--- config.mk ---
export PLATFORM = sky130hd
export DESIGN_NAME = pll_divider_core
export DESIGN_NICKNAME = d
export VERILOG_FILES = /design/src/rtl/pll_divider_core_pkg.sv /design/src/rtl/tick_divider.sv /design/src/rtl/phase_detector.sv /design/src/rtl/lock_detector.sv /design/src/rtl/test_router.sv /design/src/rtl/pll_divider_core.sv
export SDC_FILE = /design/constraint.sdc
export NUM_CORES = 1
export LEC_CHECK = 0
export ABC_AREA = 1
export BUFFER_PORTS_ARGS = -buffer_cell sky130_fd_sc_hd__buf_2
export CORE_UTILIZATION = 40
export DETAILED_ROUTE_END_ITERATION = 10
export GPL_TIMING_DRIVEN = 0
export PLACE_DENSITY = 0.67
export SYNTH_ARGS = -nofsm -noshare
export SYNTH_HDL_FRONTEND = slang
export SYNTH_SLANG_ARGS = --single-unit
--- constraint.sdc ---
create_clock -name clk -period 1.6 [get_ports clk]
set_input_delay 0.24 -clock clk [delete_from_list [all_inputs] [get_ports clk]]
set_output_delay 0.24 -clock clk [all_outputs]
set_load 0.02 [all_outputs]
--- src/rtl/pll_divider_core_pkg.sv ---
// Shared constants for the PLL divider core: test routing codes and
// the reference ratio selection.
package pll_divider_core_pkg;

    localparam logic [2:0] TM_PHASE    = 3'b000;
    localparam logic [2:0] TM_NORMAL   = 3'b001;
    localparam logic [2:0] TM_REF_DIV  = 3'b100;
    localparam logic [2:0] TM_REF_HALF = 3'b101;

    typedef enum logic [1:0] {
        RSEL_FAST = 2'd0,
        RSEL_MID  = 2'd1,
        RSEL_SLOW = 2'd2
    } rsel_e;

    // Decode the two select bits; the low bit only matters when the high bit is set.
    function automatic rsel_e decode_rsel(input logic sel_a, input logic sel_b);
        if (!sel_b)     return RSEL_MID;
        else if (sel_a) return RSEL_FAST;
        else            return RSEL_SLOW;
    endfunction

endpackage

--- src/rtl/tick_divider.sv ---
// Programmable divider over an enable strobe.
// Counts down on each tick and emits a one-cycle strobe on the tick that ends a
// period. The ratio is sampled only at that terminal tick, so a new ratio
// applies from the next period on. Assumes ratio >= 2 in use; 0 and 1 give a
// strobe on every tick.
module tick_divider #(
    parameter int W = 8
) (
    input  logic         clk,
    input  logic         rst_n,
    input  logic         tick,
    input  logic [W-1:0] ratio,
    output logic         strobe
);

    localparam logic [W-1:0] ONE = W'(1);

    logic [W-1:0] remain;

    // Count down per tick; reload and strobe at terminal count.
    always_ff @(posedge clk) begin
        if (!rst_n) begin
            remain <= '0;
            strobe <= 1'b0;
        end else begin
            strobe <= 1'b0;
            if (tick) begin
                if (remain <= ONE) begin
                    remain <= ratio;
                    strobe <= 1'b1;
                end else begin
                    remain <= remain - ONE;
                end
            end
        end
    end

    // a strobe only ever follows a tick.
    assert_strobe_after_tick_R2: assert property (@(posedge clk) disable iff (!rst_n)
        strobe |-> $past(tick));

    // the counter never holds more than the ratio it last loaded.
    assert_reload_bounded_R3: assert property (@(posedge clk) disable iff (!rst_n)
        (tick && remain <= ONE) |=> (remain == $past(ratio)));

endmodule

--- src/rtl/phase_detector.sv ---
// Three-state phase-frequency detector on single-cycle strobes.
// A strobe sets its own request; when both requests would be set, both clear.
// Assumes each input is a one-cycle pulse.
module phase_detector (
    input  logic clk,
    input  logic rst_n,
    input  logic ref_s,
    input  logic div_s,
    output logic up,
    output logic dn
);

    logic up_next;
    logic dn_next;

    // Candidate request state before the mutual clear.
    always_comb begin
        up_next = up | ref_s;
        dn_next = dn | div_s;
    end

    // Register requests, clearing both when both are pending.
    always_ff @(posedge clk) begin
        if (!rst_n) begin
            up <= 1'b0;
            dn <= 1'b0;
        end else if (up_next && dn_next) begin
            up <= 1'b0;
            dn <= 1'b0;
        end else begin
            up <= up_next;
            dn <= dn_next;
        end
    end

    assert_no_dual_request_R8: assert property (@(posedge clk) disable iff (!rst_n)
        !(up && dn));

    assert_lead_raises_up_R8: assert property (@(posedge clk) disable iff (!rst_n)
        (ref_s && !div_s && !dn) |=> up);

endmodule

--- src/rtl/lock_detector.sv ---
// Lock flag from pump pulse widths.
// Each reference period is good when no up/down pulse reaches LOCK_WIDTH
// cycles. LOCK_PERIODS good periods in a row set the flag; a pulse that
// reaches LOCK_WIDTH clears it at once. Assumes ref_s is a one-cycle strobe.
module lock_detector #(
    parameter int LOCK_PERIODS = 4,
    parameter int LOCK_WIDTH   = 2
) (
    input  logic clk,
    input  logic rst_n,
    input  logic ref_s,
    input  logic up,
    input  logic dn,
    output logic lock
);

    localparam int WW = $clog2(LOCK_WIDTH + 1);
    localparam int GW = $clog2(LOCK_PERIODS + 1);
    localparam logic [WW-1:0] W_MAX  = WW'(LOCK_WIDTH);
    localparam logic [WW-1:0] W_TRIP = WW'(LOCK_WIDTH - 1);
    localparam logic [GW-1:0] G_LAST = GW'(LOCK_PERIODS - 1);

    logic          active;
    logic          wide;
    logic [WW-1:0] width_cnt;
    logic [GW-1:0] good_cnt;
    logic          bad_seen;

    // Pulse is wide once it is in its LOCK_WIDTH-th cycle.
    always_comb begin
        active = up | dn;
        wide   = active && (width_cnt >= W_TRIP);
    end

    // Measure the current pulse width, saturating.
    always_ff @(posedge clk) begin
        if (!rst_n)                 width_cnt <= '0;
        else if (!active)           width_cnt <= '0;
        else if (width_cnt != W_MAX) width_cnt <= width_cnt + WW'(1);
    end

    // Grade each reference period and update the flag.
    always_ff @(posedge clk) begin
        if (!rst_n) begin
            good_cnt <= '0;
            bad_seen <= 1'b0;
            lock     <= 1'b0;
        end else begin
            if (ref_s) begin
                bad_seen <= 1'b0;
                if (bad_seen || wide) begin
                    good_cnt <= '0;
                end else if (good_cnt >= G_LAST) begin
                    good_cnt <= G_LAST;
                    lock     <= 1'b1;
                end else begin
                    good_cnt <= good_cnt + GW'(1);
                end
            end else if (wide) begin
                bad_seen <= 1'b1;
            end
            if (wide) lock <= 1'b0;
        end
    end

    assert_lock_rises_on_ref_R9: assert property (@(posedge clk) disable iff (!rst_n)
        $rose(lock) |-> $past(ref_s));

    assert_wide_clears_lock_R10: assert property (@(posedge clk) disable iff (!rst_n)
        ((up || dn) && $past(up || dn)) |=> !lock);

endmodule

--- src/rtl/test_router.sv ---
// Band pin routing for test codes.
// Normal codes pass the band register through. The reference/divided codes
// put the reference strobe on pin 3 and the divided strobe (or its half-rate
// toggle) on pin 1. Assumes div_s is a one-cycle strobe.
module test_router
    import pll_divider_core_pkg::*;
(
    input  logic       clk,
    input  logic       rst_n,
    input  logic [2:0] code,
    input  logic [3:0] band_reg,
    input  logic       ref_s,
    input  logic       div_s,
    output logic [3:0] band_out
);

    logic half_q;

    // Toggle once per divided strobe for the half-rate view.
    always_ff @(posedge clk) begin
        if (!rst_n)     half_q <= 1'b0;
        else if (div_s) half_q <= ~half_q;
    end

    // Choose what drives each band pin.
    always_comb begin
        band_out = band_reg;
        case (code)
            TM_REF_DIV: begin
                band_out[3] = ref_s;
                band_out[1] = div_s;
            end
            TM_REF_HALF: begin
                band_out[3] = ref_s;
                band_out[1] = half_q;
            end
            default: band_out = band_reg;
        endcase
    end

    assert_half_toggles_on_div_R5: assert property (@(posedge clk) disable iff (!rst_n)
        (half_q != $past(half_q)) |-> $past(div_s));

endmodule

--- src/rtl/pll_divider_core.sv ---
// Top of the PLL divider core.
// Selects the reference ratio, runs both dividers, chooses the comparator
// inputs (external in phase test), detects phase and lock, and routes band
// pins. Assumes xtal_tick and vco_tick are one-cycle enables on clk.
module pll_divider_core
    import pll_divider_core_pkg::*;
#(
    parameter int REF_W        = 8,
    parameter int N_W          = 15,
    parameter int RATIO_FAST   = 64,
    parameter int RATIO_MID    = 80,
    parameter int RATIO_SLOW   = 128,
    parameter int LOCK_PERIODS = 4,
    parameter int LOCK_WIDTH   = 2
) (
    input  logic           clk,
    input  logic           rst_n,
    input  logic           xtal_tick,
    input  logic           vco_tick,
    input  logic [N_W-1:0] ratio_n,
    input  logic           rs_a,
    input  logic           rs_b,
    input  logic [2:0]     test_code,
    input  logic [3:0]     band_reg,
    input  logic           os,
    input  logic           cp,
    input  logic           ext_ref,
    input  logic           ext_div,
    output logic [3:0]     band_out,
    output logic           pump_up,
    output logic           pump_dn,
    output logic           lock,
    output logic           tune_en,
    output logic           cp_hi
);

    logic [REF_W-1:0] ref_ratio;
    logic             ref_s;
    logic             div_s;
    logic             phase_test;
    logic             cmp_ref;
    logic             cmp_div;

    // Map the select bits to a reference ratio.
    always_comb begin
        case (decode_rsel(rs_a, rs_b))
            RSEL_FAST: ref_ratio = REF_W'(RATIO_FAST);
            RSEL_SLOW: ref_ratio = REF_W'(RATIO_SLOW);
            default:   ref_ratio = REF_W'(RATIO_MID);
        endcase
    end

    // Comparator inputs: external strobes in phase test, internal otherwise.
    always_comb begin
        phase_test = (test_code == TM_PHASE);
        cmp_ref    = phase_test ? ext_ref : ref_s;
        cmp_div    = phase_test ? ext_div : div_s;
    end

    // Pass-through control outputs.
    always_comb begin
        tune_en = ~os;
        cp_hi   = cp;
    end

    tick_divider #(.W(REF_W)) u_ref_div (
        .clk(clk), .rst_n(rst_n), .tick(xtal_tick), .ratio(ref_ratio), .strobe(ref_s)
    );

    tick_divider #(.W(N_W)) u_main_div (
        .clk(clk), .rst_n(rst_n), .tick(vco_tick), .ratio(ratio_n), .strobe(div_s)
    );

    phase_detector u_pfd (
        .clk(clk), .rst_n(rst_n), .ref_s(cmp_ref), .div_s(cmp_div),
        .up(pump_up), .dn(pump_dn)
    );

    lock_detector #(.LOCK_PERIODS(LOCK_PERIODS), .LOCK_WIDTH(LOCK_WIDTH)) u_lock (
        .clk(clk), .rst_n(rst_n), .ref_s(cmp_ref), .up(pump_up), .dn(pump_dn),
        .lock(lock)
    );

    test_router u_route (
        .clk(clk), .rst_n(rst_n), .code(test_code), .band_reg(band_reg),
        .ref_s(ref_s), .div_s(div_s), .band_out(band_out)
    );

    // in phase test with no external strobes, an idle detector stays idle.
    assert_phase_test_quiet_R7: assert property (@(posedge clk) disable iff (!rst_n)
        (test_code == TM_PHASE && !ext_ref && !ext_div && !pump_up && !pump_dn)
        |=> (!pump_up && !pump_dn));

    // reset leaves the pump and lock outputs cleared.
    assert_reset_clears_R12: assert property (@(posedge clk)
        !rst_n |=> (!pump_up && !pump_dn && !lock));

endmodule

=== Word level (Yosys, flattened, before mapping) ===
Cells that the tools add are included.

* Input port bits: 32
* Logic and storage cells: 56
* Output and inout bits: 9
* Register bits after elaboration: 35

* Reduce and logical (&&, ||, !) cells: 13
* Order comparisons: 4
* Bitwise logic cells: 7
* Eq/ne operators: 4
* Mux-type cells: 13
* Add/sub/neg operators: 4

{| class="wikitable"
|+ Operators with widths
! operator !! count
|-
| 8-bit one-hot mux with 2 select lines || 1
|-
| 15-bit by 1-bit <= comparator with 1-bit output, second input constant || 1
|-
| 15-bit two-way mux || 1
|-
| 15-bit by 1-bit subtractor with 15-bit output, second input constant || 1
|-
| 8-bit by 1-bit <= comparator with 1-bit output, second input constant || 1
|-
| 8-bit two-way mux || 1
|-
| 2-bit OR reduction || 4
|-
| 8-bit by 1-bit subtractor with 8-bit output, second input constant || 1
|-
| 3-bit == test, second input constant || 2
|-
| 3-bit two-way mux || 2
|-
| 2-bit AND reduction || 3
|-
| 1-bit two-way mux || 5
|-
| 2-bit two-way mux || 2
|-
| 1-bit NOT || 4
|-
| 3-bit by 1-bit adder with 3-bit output, second input constant || 1
|-
| 3-bit by 2-bit greater-or-equal comparator with 1-bit output, second input constant || 1
|-
| 3-bit zero test || 1
|-
| 1-bit bitwise OR || 3
|-
| 3-bit AND reduction || 1
|-
| 2-bit by 1-bit adder with 2-bit output, second input constant || 1
|-
| 2-bit == test, second input constant || 1
|-
| 2-bit by 1-bit greater-or-equal comparator with 1-bit output, second input constant || 1
|-
| 1-bit logical AND || 2
|-
| 2-bit zero test || 1
|-
| 3 further kinds || 3
|}

=== Longest topological paths before layout ===
* Depth in word-level cells: 5
* Depth in mapped cells: 12
* Mapped depth without buffers: 11

=== Hierarchy ===
From an unflattened synthesis, not the netlist that was laid out.

* Cell total of the unflattened synthesis: 373
* Area, all modules: 2,441.1 um^2

{| class="wikitable"
|+ Modules (own cells, without submodules)
! module !! times used !! seq. area each (um^2) !! area an instance (um^2) !! cells an instance
|-
| tick_divider at u_main_div || 1 || 320.3 || 1,224.9 || 186
|-
| tick_divider at u_ref_div || 1 || 180.2 || 604.3 || 95
|-
| lock_detector || 1 || 140.1 || 355.3 || 43
|-
| test_router || 1 || 20.0 || 103.8 || 20
|-
| phase_detector || 1 || 40.0 || 87.6 || 14
|-
| pll_divider_core || 1 || 0.0 || 65.1 || 15
|}

=== Worst setup path before layout ===
No wires, ideal clock.

* Path kind: reg2reg
* Start: reg u_ref_div.remain[0]
* End: reg u_ref_div.remain[5]
* Slack: 176 ps
* Clock period less this slack: 1,424 ps
* Setup time: 137 ps
* Buffers on the path: 0
* Data required time: 1,463 ps
* Stages on the path, launching flop included: 8
* Arrival time: 1,287 ps
* Cells stage by stage: dfxtp_1 -> inv_1 -> ha_1 -> nor2_1 -> nor2_1 -> nand3_1 -> o21ai_0 -> nor3_1

* Word-level cells in the longest chain between the ends: 2
* Elaborated cells on any way between the ends: 3
* Classes of those cells: 1 x add/sub; 1 x order compare; 1 x mux

{| class="wikitable"
|+ RTL lines
! item !! line !! text
|-
| start, declared || tick_divider.sv:18 || <nowiki>logic [W-1:0] remain;</nowiki>
|-
| start signal, assigned || tick_divider.sv:29 || <nowiki>remain <= ratio;</nowiki>
|-
| start signal, assigned || tick_divider.sv:32 || <nowiki>remain <= remain - ONE;</nowiki>
|-
| 8-bit by 1-bit subtractor with 8-bit output / 8-bit by 1-bit <= comparator with 1-bit output (equally long branches) || tick_divider.sv:32, tick_divider.sv:28 ||
|-
| 8-bit two-way mux * || tick_divider.sv:28 || <nowiki>if (remain <= ONE) begin</nowiki>
|}

Every way passes the cells marked *; elsewhere a longest branch is shown, timed or not.
A chain may end at the register's enable or synchronous reset.

=== Worst setup path after layout ===
* Start: reg u_main_div.remain[3]
* End: reg u_main_div.remain[7]

* Word-level cells in the longest chain between the ends: 2
* Elaborated cells on any way between the ends: 3
* Classes of those cells: 1 x add/sub; 1 x order compare; 1 x mux

{| class="wikitable"
|+ RTL lines
! item !! line
|-
| start, declared || tick_divider.sv:18
|-
| start signal, assigned || tick_divider.sv:29
|-
| start signal, assigned || tick_divider.sv:32
|-
| 15-bit by 1-bit subtractor with 15-bit output / 15-bit by 1-bit <= comparator with 1-bit output (equally long branches) || tick_divider.sv:32, tick_divider.sv:28
|-
| 15-bit two-way mux * || tick_divider.sv:28
|}

Marks and branches as above.

==> impl_results.md <==
- Status: completed
- Pwr per Cell Area: 2000 mW/mm2
- Worst EP arrival: 1.70 ns
- TritonCTS buffer count: 5
- Critical path type: reg -> reg
- Antenna diodes: 0
- Internal Power: 0.00288 W
- EDFF count, synth: 0
- Grt total ovfl: 0
- CORE AREA: 0.00524 mm2
- Synthesized area per cell: 6.34 um2
- Worst-case clock buffer depth: 2
- Met2 routed WL: 2.23 mm
- P_leak: about 1.3 nW
- Clock root cell: clkbuf_8
- Top sig layer: met4
- HP Class: in -> reg
- Final Slew Violations: 0
- Detailed-route via count: 2,183
- Ys Warns: 0
- Distinct cells, synth: 32
- Clk_lat worst skew: 0.29 ns
- RSZ-0062 raised after global routing: yes
- Worst path required time: 1.82 ns
- Antenna Nets Post-Route: 0
- Top Ports: 41
- R2R Path Start: u_main_div.remain[3]
- Dpl ws: -0.178 ns
- Largest area contributor in the netlist: dfxtp_1
- Vias/cell: ~4.7
- Final count of negative-setup-slack endpoints: 0
- Reg power frac: about a quarter
- Slew @ Worst Pin: 0.513 ns
- Syn Inst Count: 350
- Critical path endpoint category: register
- Final worst path period share: 92.8%
- Post-Synthesis Cell Area: 0.00222 mm2
- Initial Util: between 40% and 50%
- Worst setup margin: 0.116 ns
- Total Nets Final: 438
- Die ar.: 0.00585 mm2
- Switching share of power: 46.5%
- Fillers: 560
- CP cell instances: nor2_2 > nand2_2 > nor2_4 > nand2_4 > nand2_8 > inv_4 > buf_6 > nand2_1 > nand3_1 > a21oi_2
- CTS tree: done
- #FFs+latches synth: 35
- Area contributors post-synth: dfxtp_1, nand2_1, inv_1
- Worst Hold Launch: ratio_n[5]
- WL final: 4.93 mm
- Final Skew: ~0.0073 ns
- Most common library cells after synthesis: nand2_1, inv_1, nor2_1
- Syn_nets: 390
- Clock tree sinks: 35
- Max frequency: around 670 MHz
- Chip Height: 76.5 um
- Total GRT Usage: 18.0%
- Slew HR: about two thirds
- Initial antenna violation count: 0
- Synth top area share: 31.6%
- Delay-heaviest family, CP: simple AND/OR/NAND/NOR gates
- Synth Flop Type: dfxtp_1
- Max Cap Viol: 0
- Post-route cell area: 0.00269 mm2
- Worst ir drop on vdd: 0.684 mV
- Psw: 0.00250 W
- Clock-pin slew on the worst setup and hold paths: 0.07 ns
- Clock power frac: 14.6%
- Critical path startpoint: u_main_div.remain[3]
- Hold Violations, Final: 0
- WL/cell: roughly 11 um
- Wl on met1: 2.49 mm
- Port Buffers: 35
- Post-DP HPWL: 3.59 mm
- Layout area overhead: 21.3%
- DRC: 0
- Sequential-to-total area share from yosys stat: 31.6%
- Crit-path max cell delay: approximately 0.37 ns
- Vias in the first global route: between 1,500 and 2,000
- CP Max Fanout: 10
- H-tree level count: 2
- Post-placement cell area: 0.00248 mm2
- First DRT Iteration DRCs: 126
- RePlAce Congestion: slightly below 0.9
- First-pass GRT wire length: between 8 and 9 mm
- Hold_buf cts: 0
- Met3 WL: roughly 140 um
- Ys async rst share: 0%
- Die width: ~76 um
- Share of cells above drive strength 1: 21.6%
- DR pass1 iterations: 4
- Largest net degree at the start of global routing: 12
- WP buf/inv: 2
- Top-count cell post-synth: nand2_1
- Final worst path period need: 1.48 ns
- Startpoint Class: register
- Slowest-stage cell, CP: dfxtp_1
- Combinational Power Share: 58.9%
- Rows: 26
-- repair_timing --
action / CTS / global route
endpoints found under the hold margin: 0 / 0
gates resized for setup: 2 / 20
pin swaps: 0 / 7
buffers inserted: 0 / 6
setup endpoints to repair: 8 / 21
-- worst register-to-register path, stage by stage, from the launching register on --
cell,delay (ns)
dfxtp_1,0.37
nor2_2,0.15
nand2_2,0.11
nor2_4,0.17
nand2_4,0.09
nand2_8,0.09
inv_4,0.05
buf_6,0.13
nand2_1,0.06
nand3_1,0.07
a21oi_2,0.12
-- sequential cells by signal, summed over array words and instances (netlist names) --
name	cells
u_lock.bad_seen	1
u_lock.good_cnt	3
u_lock.lock	1
u_lock.width_cnt	2
u_main_div.remain	15
u_main_div.strobe	1
u_pfd.dn	1
u_pfd.up	1
u_ref_div.remain	8
u_ref_div.strobe	1
u_route.half_q	1
-- layer usage --
metal,GRT usage (%),vias up
met4,5.77,0
met2,30.4,34
li1,-,1188
met3,3.35,6
met1,23.0,955
met5,0,-
-- power groups by stage --
stage / Sequential (W) / Clock (W) / Combinational [W]
6_report: 0.00143 / 0.000785 / 0.00317
3_5_place_dp: 0.00141 / 0 / 0.00285
4_1_cts: 0.00140 / 0.000797 / 0.00288
3_3_place_gp: 0.00141 / 0 / 0.00283
2_1_floorplan: 0.00136 / 0 / 0.00236
5_1_grt: 0.00147 / 0.000840 / 0.00365
-- cell families after synthesis --
group	synth area share, %
AO/OA/AOI/OAI	11.8
buffers and inverters	12.9
flip-flops	31.6
adder cells (fa/ha/maj)	4.51
multiplexers	0.507
XOR/XNOR	2.76
AND/OR/NAND/NOR	36.0
-- layout make-up --
type                            instances  area, um2  share of cell area [%]
Buffer                                 12       72.6                    2.70
Clock buffer                            5       68.8                    2.56
Clock inverter                          2       37.5                    1.39
Inverter                               57        216                    8.04
Multi-Input combinational cell        246       1280                    47.7
Sequential cell                        35        706                    26.2
Tap cell                               70       87.6                    3.25
Timing Repair Buffer                   41        220                    8.18
-- per-stage QoR --
stage | util (%) | hold WS, ns | cells | setup TNS, ns | total power [W]
after floorplan | - | 0.444 | 350 | 0 | 0.00372
after global placement | 47.4 | 0.464 | 455 | -0.656 | 0.00424
after detailed placement | 47.4 | 0.475 | 455 | -0.766 | 0.00427
after CTS | 49.5 | 0.249 | 462 | 0 | 0.00507
after global routing | 51.4 | 0.286 | 468 | -0.0526 | 0.00596
final | 51.4 | 0.254 | 468 | 0 | 0.00538
-- worst paths after layout --
kind,endpoint,slack [ns],depth (start not counted)
min reg2reg,u_route.half_q,0.48,2
min,u_main_div.remain[5],0.25,5
max reg2reg,u_main_div.remain[7],0.12,10
max,u_main_div.remain[7],0.12,10
-- cells in the final DEF (no fill, tap or decap), types with 2 or more instances in the layout --
cell / netlist / routed
clkbuf_1: 6 / 6
nor2_1: 37 / 30
a211oi_1: 2 / 2
o21ai_1: 2 / 2
buf_2: 1 / 36
nand2_1: 93 / 90
a21oi_1: 28 / 27
nor2_2: 6 / 11
o21ai_0: 9 / 8
dfxtp_1: 35 / 31
inv_1: 56 / 56
nand3_1: 28 / 27
xnor2_1: 2 / 2
nor3_1: 8 / 8
nor2_4: 2 / 4
xor2_1: 5 / 5
buf_6: 1 / 2
nand4_1: 3 / 3
a31oi_1: 2 / 2
ha_1: 8 / 7
dfxtp_2: 0 / 4
buf_4: 4 / 9
clkbuf_8: 0 / 5
nand2_2: 2 / 5
No activity file was read; power rests on OpenSTA's default activity.
